`src/rtl/alc_pkg.sv`:
```
package alc_pkg;

  // Decision taken at one update point.
  typedef enum logic [1:0] {
    STEP_HOLD = 2'd0,
    STEP_UP   = 2'd1,   // more attenuation, less gain
    STEP_DOWN = 2'd2    // less attenuation, more gain
  } alc_step_e;

endpackage

```
`src/rtl/alc_flag_sync.sv`:
```
module alc_flag_sync #(
  parameter int STAGES = 2,
  parameter int WIDTH  = 2
) (
  input  logic             clk,
  input  logic             rst,
  input  logic [WIDTH-1:0] async_i,
  output logic [WIDTH-1:0] sync_o
);

  logic [WIDTH-1:0] chain_q [STAGES];

  generate
    for (genvar s = 0; s < STAGES; s++) begin : g_stage
      if (s == 0) begin : g_first
        always_ff @(posedge clk) begin
          if (rst) chain_q[s] <= '0;
          else     chain_q[s] <= async_i;
        end
      end else begin : g_next
        always_ff @(posedge clk) begin
          if (rst) chain_q[s] <= '0;
          else     chain_q[s] <= chain_q[s-1];
        end
      end
    end
  endgenerate

  assign sync_o = chain_q[STAGES-1];

endmodule

```
`src/rtl/alc_window_timer.sv`:
```
module alc_window_timer #(
  parameter int QUARTER = 4,
  parameter int UPDATES = 8
) (
  input  logic clk,
  input  logic rst,
  input  logic frame_start,
  input  logic bit_tick,
  output logic active_o,
  output logic update_o
);

  localparam int SUB_W = (QUARTER > 1) ? $clog2(QUARTER) : 1;
  localparam int UPD_W = (UPDATES > 1) ? $clog2(UPDATES) : 1;
  localparam logic [SUB_W-1:0] SUB_LAST = SUB_W'(QUARTER - 1);
  localparam logic [UPD_W-1:0] UPD_LAST = UPD_W'(UPDATES - 1);

  logic [SUB_W-1:0] sub_q;
  logic [UPD_W-1:0] upd_q;
  logic             active_q;
  logic             sub_wrap;

  assign sub_wrap = (sub_q == SUB_LAST);

  // A frame start on the same edge wins over a pending update.
  assign update_o = active_q && sub_wrap && !frame_start;
  assign active_o = active_q;

  always_ff @(posedge clk) begin
    if (rst) begin
      active_q <= 1'b0;
      sub_q    <= '0;
      upd_q    <= '0;
    end else if (frame_start) begin
      active_q <= 1'b1;
      sub_q    <= '0;
      upd_q    <= '0;
    end else if (active_q) begin
      if (sub_wrap || bit_tick) sub_q <= '0;
      else                      sub_q <= sub_q + 1'b1;
      if (sub_wrap) begin
        if (upd_q == UPD_LAST) begin
          active_q <= 1'b0;
          upd_q    <= '0;
        end else begin
          upd_q <= upd_q + 1'b1;
        end
      end
    end
  end


  frame_opens_chk: assert property (@(posedge clk) disable iff (rst)
    frame_start |=> active_q);


  idle_count_clear_chk: assert property (@(posedge clk) disable iff (rst)
    !active_q |-> (upd_q == '0 && sub_q == '0));


  last_update_closes_chk: assert property (@(posedge clk) disable iff (rst)
    (update_o && upd_q == UPD_LAST) |=> !active_q);


  tick_resync_chk: assert property (@(posedge clk) disable iff (rst)
    (active_q && bit_tick && !frame_start && !(sub_wrap && upd_q == UPD_LAST)) |=> (sub_q == '0));

endmodule

```
`src/rtl/alc_step_decide.sv`:
```
module alc_step_decide
  import alc_pkg::*;
(
  input  logic      below_i,
  input  logic      above_i,
  output alc_step_e step_o
);

  // Over-threshold has priority: when both flags are set, back off.
  always_comb begin
    if (above_i)      step_o = STEP_UP;
    else if (below_i) step_o = STEP_DOWN;
    else              step_o = STEP_HOLD;
  end

endmodule

```
`src/rtl/alc_atten_reg.sv`:
```
module alc_atten_reg
  import alc_pkg::*;
#(
  parameter int CODE_W = 3
) (
  input  logic              clk,
  input  logic              rst,
  input  logic              update_i,
  input  alc_step_e         step_i,
  output logic [CODE_W-1:0] code_o
);

  localparam logic [CODE_W-1:0] CODE_MAX = {CODE_W{1'b1}};
  localparam logic [CODE_W-1:0] CODE_MIN = '0;

  logic [CODE_W-1:0] code_q;
  logic [CODE_W-1:0] code_d;

  always_comb begin
    code_d = code_q;
    if (update_i) begin
      unique case (step_i)
        STEP_UP:   if (code_q != CODE_MAX) code_d = code_q + 1'b1;
        STEP_DOWN: if (code_q != CODE_MIN) code_d = code_q - 1'b1;
        default:   code_d = code_q;
      endcase
    end
  end

  always_ff @(posedge clk) begin
    if (rst) code_q <= CODE_MAX;
    else     code_q <= code_d;
  end

  assign code_o = code_q;


  single_step_chk: assert property (@(posedge clk) disable iff (rst)
    1'b1 |=> (code_q == $past(code_q) || code_q == $past(code_q) + 1'b1 ||
              code_q + 1'b1 == $past(code_q)));


  top_sat_chk: assert property (@(posedge clk) disable iff (rst)
    (code_q == CODE_MAX && step_i == STEP_UP) |=> (code_q == CODE_MAX));


  bottom_sat_chk: assert property (@(posedge clk) disable iff (rst)
    (code_q == CODE_MIN && step_i == STEP_DOWN) |=> (code_q == CODE_MIN));


  hold_step_chk: assert property (@(posedge clk) disable iff (rst)
    (step_i == STEP_HOLD) |=> $stable(code_q));

endmodule

```
`src/rtl/alc_tx_level_ctrl.sv`:
```
module alc_tx_level_ctrl
  import alc_pkg::*;
#(
  parameter int CODE_W      = 3,
  parameter int BIT_CYCLES  = 16,
  parameter int WINDOW_BITS = 2,
  parameter int UPDATES     = 8,
  parameter int SYNC_STAGES = 2
) (
  input  logic              clk,
  input  logic              rst,
  input  logic              frame_start,
  input  logic              bit_tick,
  input  logic              peak_low,
  input  logic              peak_high,
  output logic [CODE_W-1:0] atten_code,
  output logic              adapt_busy
);

  localparam int UPD_PER_BIT = UPDATES / WINDOW_BITS;
  localparam int QUARTER     = BIT_CYCLES / UPD_PER_BIT;

  logic [1:0] flags_sync;
  logic       upd_strobe;
  logic       win_active;
  alc_step_e  step;

  alc_flag_sync #(
    .STAGES (SYNC_STAGES),
    .WIDTH  (2)
  ) u_sync (
    .clk     (clk),
    .rst     (rst),
    .async_i ({peak_high, peak_low}),
    .sync_o  (flags_sync)
  );

  alc_window_timer #(
    .QUARTER (QUARTER),
    .UPDATES (UPDATES)
  ) u_timer (
    .clk         (clk),
    .rst         (rst),
    .frame_start (frame_start),
    .bit_tick    (bit_tick),
    .active_o    (win_active),
    .update_o    (upd_strobe)
  );

  alc_step_decide u_decide (
    .below_i (flags_sync[0]),
    .above_i (flags_sync[1]),
    .step_o  (step)
  );

  alc_atten_reg #(
    .CODE_W (CODE_W)
  ) u_atten (
    .clk      (clk),
    .rst      (rst),
    .update_i (upd_strobe),
    .step_i   (step),
    .code_o   (atten_code)
  );

  assign adapt_busy = win_active;


  frozen_when_idle_chk: assert property (@(posedge clk) disable iff (rst)
    !adapt_busy |=> $stable(atten_code));


  reset_value_chk: assert property (@(posedge clk)
    rst |=> (atten_code == {CODE_W{1'b1}} && !adapt_busy));

endmodule

```
`config.mk`:
```
export PLATFORM = sky130hd
export DESIGN_NAME = alc_tx_level_ctrl
export DESIGN_NICKNAME = d
export VERILOG_FILES = /design/src/rtl/alc_pkg.sv /design/src/rtl/alc_flag_sync.sv /design/src/rtl/alc_window_timer.sv /design/src/rtl/alc_step_decide.sv /design/src/rtl/alc_atten_reg.sv /design/src/rtl/alc_tx_level_ctrl.sv
export SDC_FILE = /design/constraint.sdc
export NUM_CORES = 1
export LEC_CHECK = 0
export CORE_MARGIN = 3
export CORE_UTILIZATION = 30
export DETAILED_ROUTE_END_ITERATION = 8
export DONT_BUFFER_PORTS = 1
export SLEW_MARGIN = 30
export SYNTH_ARGS = -nofsm -noshare
export SYNTH_HDL_FRONTEND = slang
export SYNTH_HIERARCHICAL = 1
export SYNTH_SLANG_ARGS = --single-unit
```
`constraint.sdc`:
```
create_clock -name clk -period 4.78 [get_ports clk]
set_clock_uncertainty 0.1 [all_clocks]
set_input_delay 0.478 -clock clk [delete_from_list [all_inputs] [get_ports clk]]
set_output_delay 0.478 -clock clk [all_outputs]
set_load 0.005 [all_outputs]
```
Yosys cells after proc, flatten, opt, wreduce, memory -nomap -nowiden
Memory sizes are Yosys's and may differ from the RTL's. Cells that the tools add are included.

Word-level logic and storage cells: 43. Bits of input ports: 6. Bits in writable memories: 4. Register bits after elaboration: 9. Memories: 1.

Memory list: u_sync.chain_q (depth 2, width 2, rd ports 2, clocked after memory_dff 0, write ports 2, RTL line alc_flag_sync.sv:11) `logic [WIDTH-1:0] chain_q [STAGES];`.

Multiplexer cells: 16. Add/subtract/negate cells: 4. Reduce and logical (&&, ||, !) cells: 9. Bitwise gates (word level): 2. Equality and inequality tests: 7.

Operator list (number): 2-to-1 mux 2 bit (5); 2-to-1 mux 3 bit (3); 2-to-1 mux 1 bit (7); adder 3 x 1 -> 3 bit (second input constant) (2); case mux 3 bit (2 select lines) (1); equality test 2 bit (second input constant) (2); inequality test 2 x 1 -> 1 bit (second input constant) (2); AND reduction 4 bit (1); equality test 3 bit (second input constant) (1); inequality test 3 bit (second input constant) (1); nonzero test 3 bit (1); subtractor 3 x 1 -> 3 bit (second input constant) (1); adder 2 x 1 -> 2 bit (second input constant) (1); equality test 2 x 1 -> 1 bit (second input constant) (1); logical AND 1 bit (2); bitwise OR 1 bit (2); AND reduction 2 bit (1); nonzero test 2 bit (1); OR reduction 2 bit (1); logical NOT 1 bit (1); logical OR 1 bit (1).

Logic depth before layout (Yosys ltp)
Gate-level depths: netlist (run 1).

Depth in word-level cells: 5. Mapped depth: 8. Depth with buffers taken out: 8.

Modules after synthesis
Netlist (run 1), hierarchy kept.

By module, submodules not included: alc_window_timer (times used 1, cells each 31, area an instance 326.6 µm²); alc_atten_reg (times used 1, cells each 21, area an instance 205.2 µm²); alc_flag_sync (times used 1, cells each 8, area an instance 105.1 µm²); alc_step_decide (times used 1, cells each 2, area an instance 21.3 µm²).

Worst setup path after synthesis (run 1)
OpenSTA, ideal clock, no wires.

Path kind: reg-to-reg. From: register u_timer.sub_q[0]. To: register u_atten.code_q[2] (netlist: u_atten/code_o[2]). Data arrival time: 1645 ps. Setup slack: 2908 ps. Buffers on the path: 1. Library setup time: 127 ps. Stages on the path, launching flop included: 9. Cells stage by stage: dfxtp_1 ha_1 buf_6 nand2_1 nor2_1 inv_1 o32a_4 o21ai_1 or3b_1.

Cells in the longest elaborated chain, start to end: 4.

Ends and longest elaborated chain: start, declared (RTL line alc_window_timer.sv:18) `logic [SUB_W-1:0] sub_q;`; start signal, assigned (RTL line alc_window_timer.sv:40) `else sub_q <= sub_q + 1'b1;`; equality test 2 bit (RTL line alc_window_timer.sv:23) `assign sub_wrap = (sub_q == SUB_LAST);`; logical AND 1 bit (2 in a row) (RTL line alc_window_timer.sv:26) `assign update_o = active_q && sub_wrap && !frame_start;`; via upd_strobe (RTL line alc_tx_level_ctrl.sv:24) `logic upd_strobe;`; AND reduction 4 bit (no line); end signal, assigned (RTL line alc_atten_reg.sv:32) `else code_q <= code_d;`; end, declared (RTL line alc_atten_reg.sv:16) `logic [CODE_W-1:0] code_q;`.

The timed path passes the listed nets, and every way through them passes these cells. A chain may end at the register's enable or synchronous reset.

Worst setup path in the final report (run 1)
Same ends and word-level chain as after synthesis.

==> results of run 1 <==
-- layout make-up --
| cell class | count | area share |
|---|---|---|
| clock buffer | 4 | 0.0378 |
| inverter | 2 | 0.0108 |
| multi-input combinational | 44 | 0.528 |
| sequential | 13 | 0.375 |
| tap | 27 | 0.0486 |
-- per-stage QoR --
step | util | setup slack (ps) | instances | hold slack, ps | power, W
6_report | 0.343 | 2720 | 90 | 171 | 0.000188
5_1_grt | 0.343 | 2550 | 90 | 144 | 0.000200
4_1_cts | 0.343 | 2710 | 90 | 155 | 0.000194
3_5_place_dp | 0.330 | 2730 | 86 | 324 | 0.000125
3_3_place_gp | 0.330 | 2750 | 86 | 326 | 0.000124
2_1_floorplan | - | 2910 | 62 | 314 | 0.000124
-- Yosys cell counts --
cell and instances:
nor3_1 2, and3_1 1, a21bo_2 3, or4b_4 1, o32a_4 1, or3b_1 1, dfxtp_1 13, nand2b_1 3
nand3_1 1, xnor2_1 1, nand4bb_1 2, o21ai_1 1, buf_6 1, nand4b_1 1, inv_1 2, nand2_1 1
nor2b_1 4, xor2_1 1, nor2_1 3, buf_2 1, nor2b_4 1, or2_2 1, ha_1 4, a21oi_2 1
nand3b_1 1, a21boi_0 1, mux2i_1 1, nand2b_4 1, o21ba_2 1, a21oi_1 4, a211o_2 1, buf_4 1
-- sequential cells by signal, indices dropped and copies added (netlist names) --
signal	flops
u_sync/chain_q	4
u_timer/sub_q	2
u_timer/active_o	1
u_atten/code_o	3
u_timer/upd_q	3
-- power groups by stage --
| stage | Combinational (W) | Clock, W | Sequential [W] |
|---|---|---|---|
| after floorplan | 0.00000968 | 0 | 0.000114 |
| after global placement | 0.00000849 | 0 | 0.000116 |
| after detailed placement | 0.00000875 | 0 | 0.000116 |
| after CTS | 0.00000883 | 0.0000714 | 0.000113 |
| after global routing | 0.00000971 | 0.0000765 | 0.000114 |
| final | 0.00000871 | 0.0000657 | 0.000113 |
-- cells in the final DEF, fill, tap and decap left out, types with 2 or more instances in the layout --
master / instances
a21bo_2: 3
a21oi_1: 4
clkbuf_4: 3
dfxtp_1: 13
ha_1: 4
inv_1: 2
nand2b_1: 3
nand4bb_1: 2
nor2_1: 3
nor2b_1: 4
nor3_1: 2
-- metal layers --
metal,global-route usage,vias to the layer above
met2,0.120,11
met3,0.0570,2
met5,0,-
li1,-,222
met4,0.0383,0
met1,0.0925,189
-- cell families (layout without fill, tap and decap cells) --
logic type,count (synthesis),count (layout),synth area share
mux,1,1,0.0152
buf+inv,5,6,0.0475
simple gates,24,24,0.266
flops,13,13,0.395
xor+xnor,2,2,0.0266
fa+ha+maj,4,4,0.0760
compound gates,13,13,0.173
-- how the worst max path moves through the flow --
stage,start,endpoint,depth (start not counted)
floorplan,u_timer/sub_q[0]$_SDFFE_PP0P_,u_atten/code_o[2]$_SDFFE_PP1P_,8
global placement,u_timer/sub_q[0]$_SDFFE_PP0P_,u_atten/code_o[2]$_SDFFE_PP1P_,7
detailed placement,u_timer/sub_q[0]$_SDFFE_PP0P_,u_atten/code_o[2]$_SDFFE_PP1P_,7
CTS,u_timer/sub_q[0]$_SDFFE_PP0P_,u_atten/code_o[2]$_SDFFE_PP1P_,7
global route,u_timer/sub_q[0]$_SDFFE_PP0P_,u_atten/code_o[2]$_SDFFE_PP1P_,7
finish,u_timer/sub_q[0]$_SDFFE_PP0P_,u_atten/code_o[2]$_SDFFE_PP1P_,7
==> flow_metrics.py, run 1 <==
metrics = {
    "outcome": {
        "status": "complete, no violations",
    },
    "floorplanning": {
        "rows": 16,
        "die_y_um": 52.8,
        "fp.dieW_um": 52.8,
        "io_pins": 10,
        "start_util": 0.325,
        "die_area_um2": 2790,
        "core_area_um2": 2020,
    },
    "worst_setup_path": {
        "reg2reg_to": "u_atten/code_o[2]$_SDFFE_PP1P_",
        "r2r_slack_ps": 2720,
        "startpoint_type": "flop",
        "cp-end-kind": "flop",
        "cp_cell_sequence": "ha_1 > nand2_1 > nor2_1 > inv_1 > o32a_4 > o21ai_1 > or3b_1",
        "worst-setup-path-type": "reg -> reg",
        "cp.arrival_ps": 2120,
        "crit_path_max_incr_delay_ps": 400,
        "slowest_stage": "o32a_4",
        "worst_ep_required_time_ps": 4840,
        "r2r-start": "u_timer/sub_q[0]$_SDFFE_PP0P_",
        "crit_fanout": 10,
        "crit_family": "simple AND/OR/NAND/NOR gates",
        "crit_buf_inv": 1,
        "ff2ff_path_depth": 7,
    },
    "detailed_routing": {
        "antenna_left": 0,
        "met3_length_um": 79,
        "routed_wl_um": 957,
        "route.met2.wl_um": 397,
        "vias_per_cell": 4.71,
        "drc": 0,
        "vias": 424,
        "met1_length_um": 461,
        "wire_per_inst_um": 10.6,
        "dr.max_layer_used": "met4",
        "drt-initial-drc-count": 4,
        "dr.pass1.iters": 3,
    },
    "worst_hold_path": {
        "min_path_type": "in -> reg",
        "worstHoldPathCells": 1,
        "hold_end": "u_sync/chain_q[0][0]$_SDFF_PP0_",
        "min_from": "rst",
    },
    "finish": {
        "regArea_um2": 260,
        "area_growth_pct": 5.51,
        "multiInputGateArea_um2": 367,
        "stdcell_area_um2": 694,
        "n_antenna_cell": 0,
        "fillers": 211,
        "final_nets": 74,
        "drive_above_1_share": 0.222,
    },
    "power": {
        "swShare": 0.209,
        "p_switching_w": 0.0000393,
        "combPwrFrac": 0.046,
        "cellPowerDensity_nw_per_um2": 270,
        "p_clk_frac": 0.350,
        "leakagePower_nw": 0.244,
        "p_int_w": 0.000148,
        "vdd_drop_max_mv": 0.163,
        "seq_power_share": 0.604,
    },
    "synth": {
        "ys.warnings.count": 6,
        "ys_seq_area_frac": 0.395,
        "synth.avg_cell_area_um2": 10.6,
        "syn-num-nets": 72,
        "syn_area_um2": 658,
        "yosysTopAreaCellShare": 0.395,
        "synth_seq_cells": 13,
        "synth_cell_type_count": 32,
        "synthTopCellsByArea": "dfxtp_1, ha_1, a21bo_2",
        "synthesis.instances": 62,
        "yosysTopAreaCell": "dfxtp_1",
    },
    "placement": {
        "hpwlAfterDp_um": 715,
        "portBuffers": 0,
        "place_area_um2": 668,
        "place.gp.congestion": 0.654,
    },
    "global_route": {
        "grt_pass1_vias": 373,
        "grt_max_degree": 14,
        "grt_usage": 0.0831,
        "grt-ovfl-total": 0,
        "grt_antenna_before_repair": 0,
        "grt_pass1_wl_um": 1580,
    },
    "cts": {
        "postCtsHoldBufs": 0,
        "path_clk_slew_ps": 80,
        "cts_made_buffers": 3,
        "cts_tree": "done",
        "cts_root_buf": "clkbuf_4",
        "clkLatencyLatePin_ps": 270,
        "cts-resized-gates": 0,
        "cts_buffer_depth": 2,
        "cts.sinks": 13,
        "htree_levels": 1,
        "cts_setup_buffers": 0,
    },
    "timing": {
        "hold_violations": 0,
        "tightest_slew_ps": 406,
        "setup_viol": 0,
        "max_freq_mhz": 485,
        "setup-tns-final_ps": 0,
        "rsz0062_at_grt": "false",
        "relSlewSlack": 0.729,
        "period_needed_ps": 2060,
        "slew_violations": 0,
        "finalCritPeriodShare": 0.432,
    },
    "run": {
        "max-cap-violations": 0,
    },
}
Note: power is estimated with default switching activity, not from simulation.
==> run 2: changes to the inputs <==
clock period = 2 ns   (was 4.78 ns; I/O delays follow)
==> run 2 against run 1 <==
  * Critical path depth is the same
  * Via count grew 7.3%
  * Sequential share of layout area shrank 3.2 points
  * First-iteration DRC count grew to 3.0 times the previous value
  * Total power grew 150%
  * Largest power group unchanged
==> flow_metrics.py, run 2 (synthesis gave the netlist of run 1 again) <==
metrics = {
    "cts": {
        "cts_buffer_depth": 2,
        "htree_levels": 1,
        "clkLatencyLatePin_ps": 270,
        "path_clk_slew_ps": 80,
        "cts_root_buf": "clkbuf_4",
        "cts_made_buffers": 3,
        "cts_setup_buffers": 0,
        "cts.sinks": 13,
        "cts_tree": "done",
    },
    "timing": {
        "whs_ps": 23.7,
        "setup_viol": 0,
        "period_needed_ps": 1830,
        "finalCritPeriodShare": 0.917,
        "rsz0062_at_grt": "false",
        "tightest_slew_ps": 273,
        "setup-tns-final_ps": 0,
        "max_freq_mhz": 545,
        "slew_violations": 0,
        "hold_violations": 0,
        "setup_slack_ps": 166,
        "relSlewSlack": 0.817,
    },
    "outcome": {
        "status": "complete, no violations",
    },
    "floorplanning": {
        "die_y_um": 52.8,
        "core_area_um2": 2020,
        "io_pins": 10,
        "fp.dieW_um": 52.8,
        "start_util": 0.325,
        "rows": 16,
        "die_area_um2": 2790,
    },
    "detailed_routing": {
        "dr.pass1.iters": 4,
        "drc": 0,
        "routed_wl_um": 1070,
        "wire_per_inst_um": 11.0,
        "drt-initial-drc-count": 12,
        "vias_per_cell": 4.69,
        "antenna_left": 0,
        "vias": 455,
    },
    "finish": {
        "area_growth_pct": 16.0,
        "mostFrequentLayoutCells": "dfxtp_1, dlygate4sd3_1, ha_1, nor2b_1, a21oi_1",
        "n_antenna_cell": 0,
        "final_nets": 81,
        "final_core_util": 0.377,
        "largest_register": "u_sync/chain_q",
        "fillers": 207,
        "drive_above_1_share": 0.257,
        "largest_reg_flops": 4,
        "layout_commonest_cell": "dfxtp_1",
    },
    "power": {
        "leakagePower_nw": 0.276,
        "cellPowerDensity_nw_per_um2": 606,
        "vdd_drop_max_mv": 0.594,
    },
    "worst_hold_path": {
        "hold_end": "u_timer/sub_q[1]$_SDFFE_PP0P_",
        "min_path_type": "in -> reg",
        "min_from": "bit_tick",
        "worstHoldPathCells": 2,
    },
    "worst_setup_path": {
        "worst_ep_required_time_ps": 2060,
        "reg2reg_to": "u_atten/code_o[2]$_SDFFE_PP1P_",
        "cp-end-kind": "flop",
        "startpoint_type": "flop",
        "crit_fanout": 5,
        "worst-setup-path-type": "reg -> reg",
        "slowest_stage": "o32a_4",
        "r2r_slack_ps": 170,
        "r2r-start": "u_timer/sub_q[0]$_SDFFE_PP0P_",
        "crit_path_max_incr_delay_ps": 400,
        "cp.arrival_ps": 1890,
        "ff2ff_path_depth": 7,
        "cp_cell_sequence": "ha_1 > nand2_1 > nor2_2 > inv_1 > o32a_4 > o21ai_1 > or3b_1",
    },
    "global_route": {
        "grt_pass1_wl_um": 1780,
        "grt_usage": 0.0900,
        "grt_pass1_vias": 404,
        "grt-ovfl-total": 0,
        "grt_antenna_before_repair": 0,
        "grt_max_degree": 13,
    },
    "placement": {
        "portBuffers": 0,
        "preCtsSetupSlack_ps": 127,
        "place.gp.congestion": 0.680,
        "hpwlAfterDp_um": 751,
    },
    "run": {
        "max-cap-violations": 0,
    },
}
==> run 2: cell types whose count changed in the layout (fill, tap and decap cells not counted), sizes merged <==
cell         change
dlygate4sd3      +5
buf              +2
==> run 2: timing repair <==
item / CTS / global route
hold endpoints to repair: 8 / 1
hold buffers: 4 / 1
gates resized for setup: 0 / 2
endpoints found under the setup margin: 0 / 1
==> run 2: layer usage <==
layer  up-vias  GRT usage  routed length [um]
met5         -          0                   0
li1        232          -                   -
met2        10      0.116                 446
met3         0     0.0541                  72
met4         0     0.0255                   0
met1       213      0.122                 548
==> run 2: how the worst max path moves through the flow <==
stage,to,slack [ps],from
5_1_grt,u_atten/code_o[2]$_SDFFE_PP1P_,30,u_timer/sub_q[0]$_SDFFE_PP0P_
2_1_floorplan,u_atten/code_o[2]$_SDFFE_PP1P_,130,u_timer/sub_q[0]$_SDFFE_PP0P_
3_3_place_gp,u_atten/code_o[2]$_SDFFE_PP1P_,130,u_timer/sub_q[0]$_SDFFE_PP0P_
3_5_place_dp,u_atten/code_o[2]$_SDFFE_PP1P_,130,u_timer/sub_q[0]$_SDFFE_PP0P_
4_1_cts,u_atten/code_o[2]$_SDFFE_PP1P_,110,u_timer/sub_q[0]$_SDFFE_PP0P_
6_report,u_atten/code_o[2]$_SDFFE_PP1P_,170,u_timer/sub_q[0]$_SDFFE_PP0P_
==> run 2: power breakdown <==
group	total [W]	leakage, nW	internal [W]	switching (W)
clock	0.000159	0.0150	0.0000772	0.0000814
sequential	0.000267	0.107	0.000264	0.00000254
combinational	0.0000366	0.154	0.0000213	0.0000154
==> run 2: layout make-up <==
class                   instances  area [um^2]  area share
clock buffers                   4         26.3      0.0344
inverters                       2         7.51     0.00984
multi-input cells              44          369       0.484
flip-flops and latches         13          262       0.343
well taps                      27         33.8      0.0443
repair buffers                  7         65.1      0.0852
==> run 2: worst max-delay path: cells and delay by family, from the launching register on <==
family                     cells  cell delay [ps]
DFF                            1              340
AOI/OAI and AO/OA              2              530
adders and majority gates      1              170
and+or+nand+nor                3              520
buffers and inverters          1               60
==> run 2: through the flow <==
stage	total power, W	std cells	cell area, um^2
global placement	0.000299	88	683
detailed placement	0.000300	88	683
floorplan	0.000296	62	658
global route	0.000491	97	763
finish	0.000462	97	763
CTS	0.000471	96	749
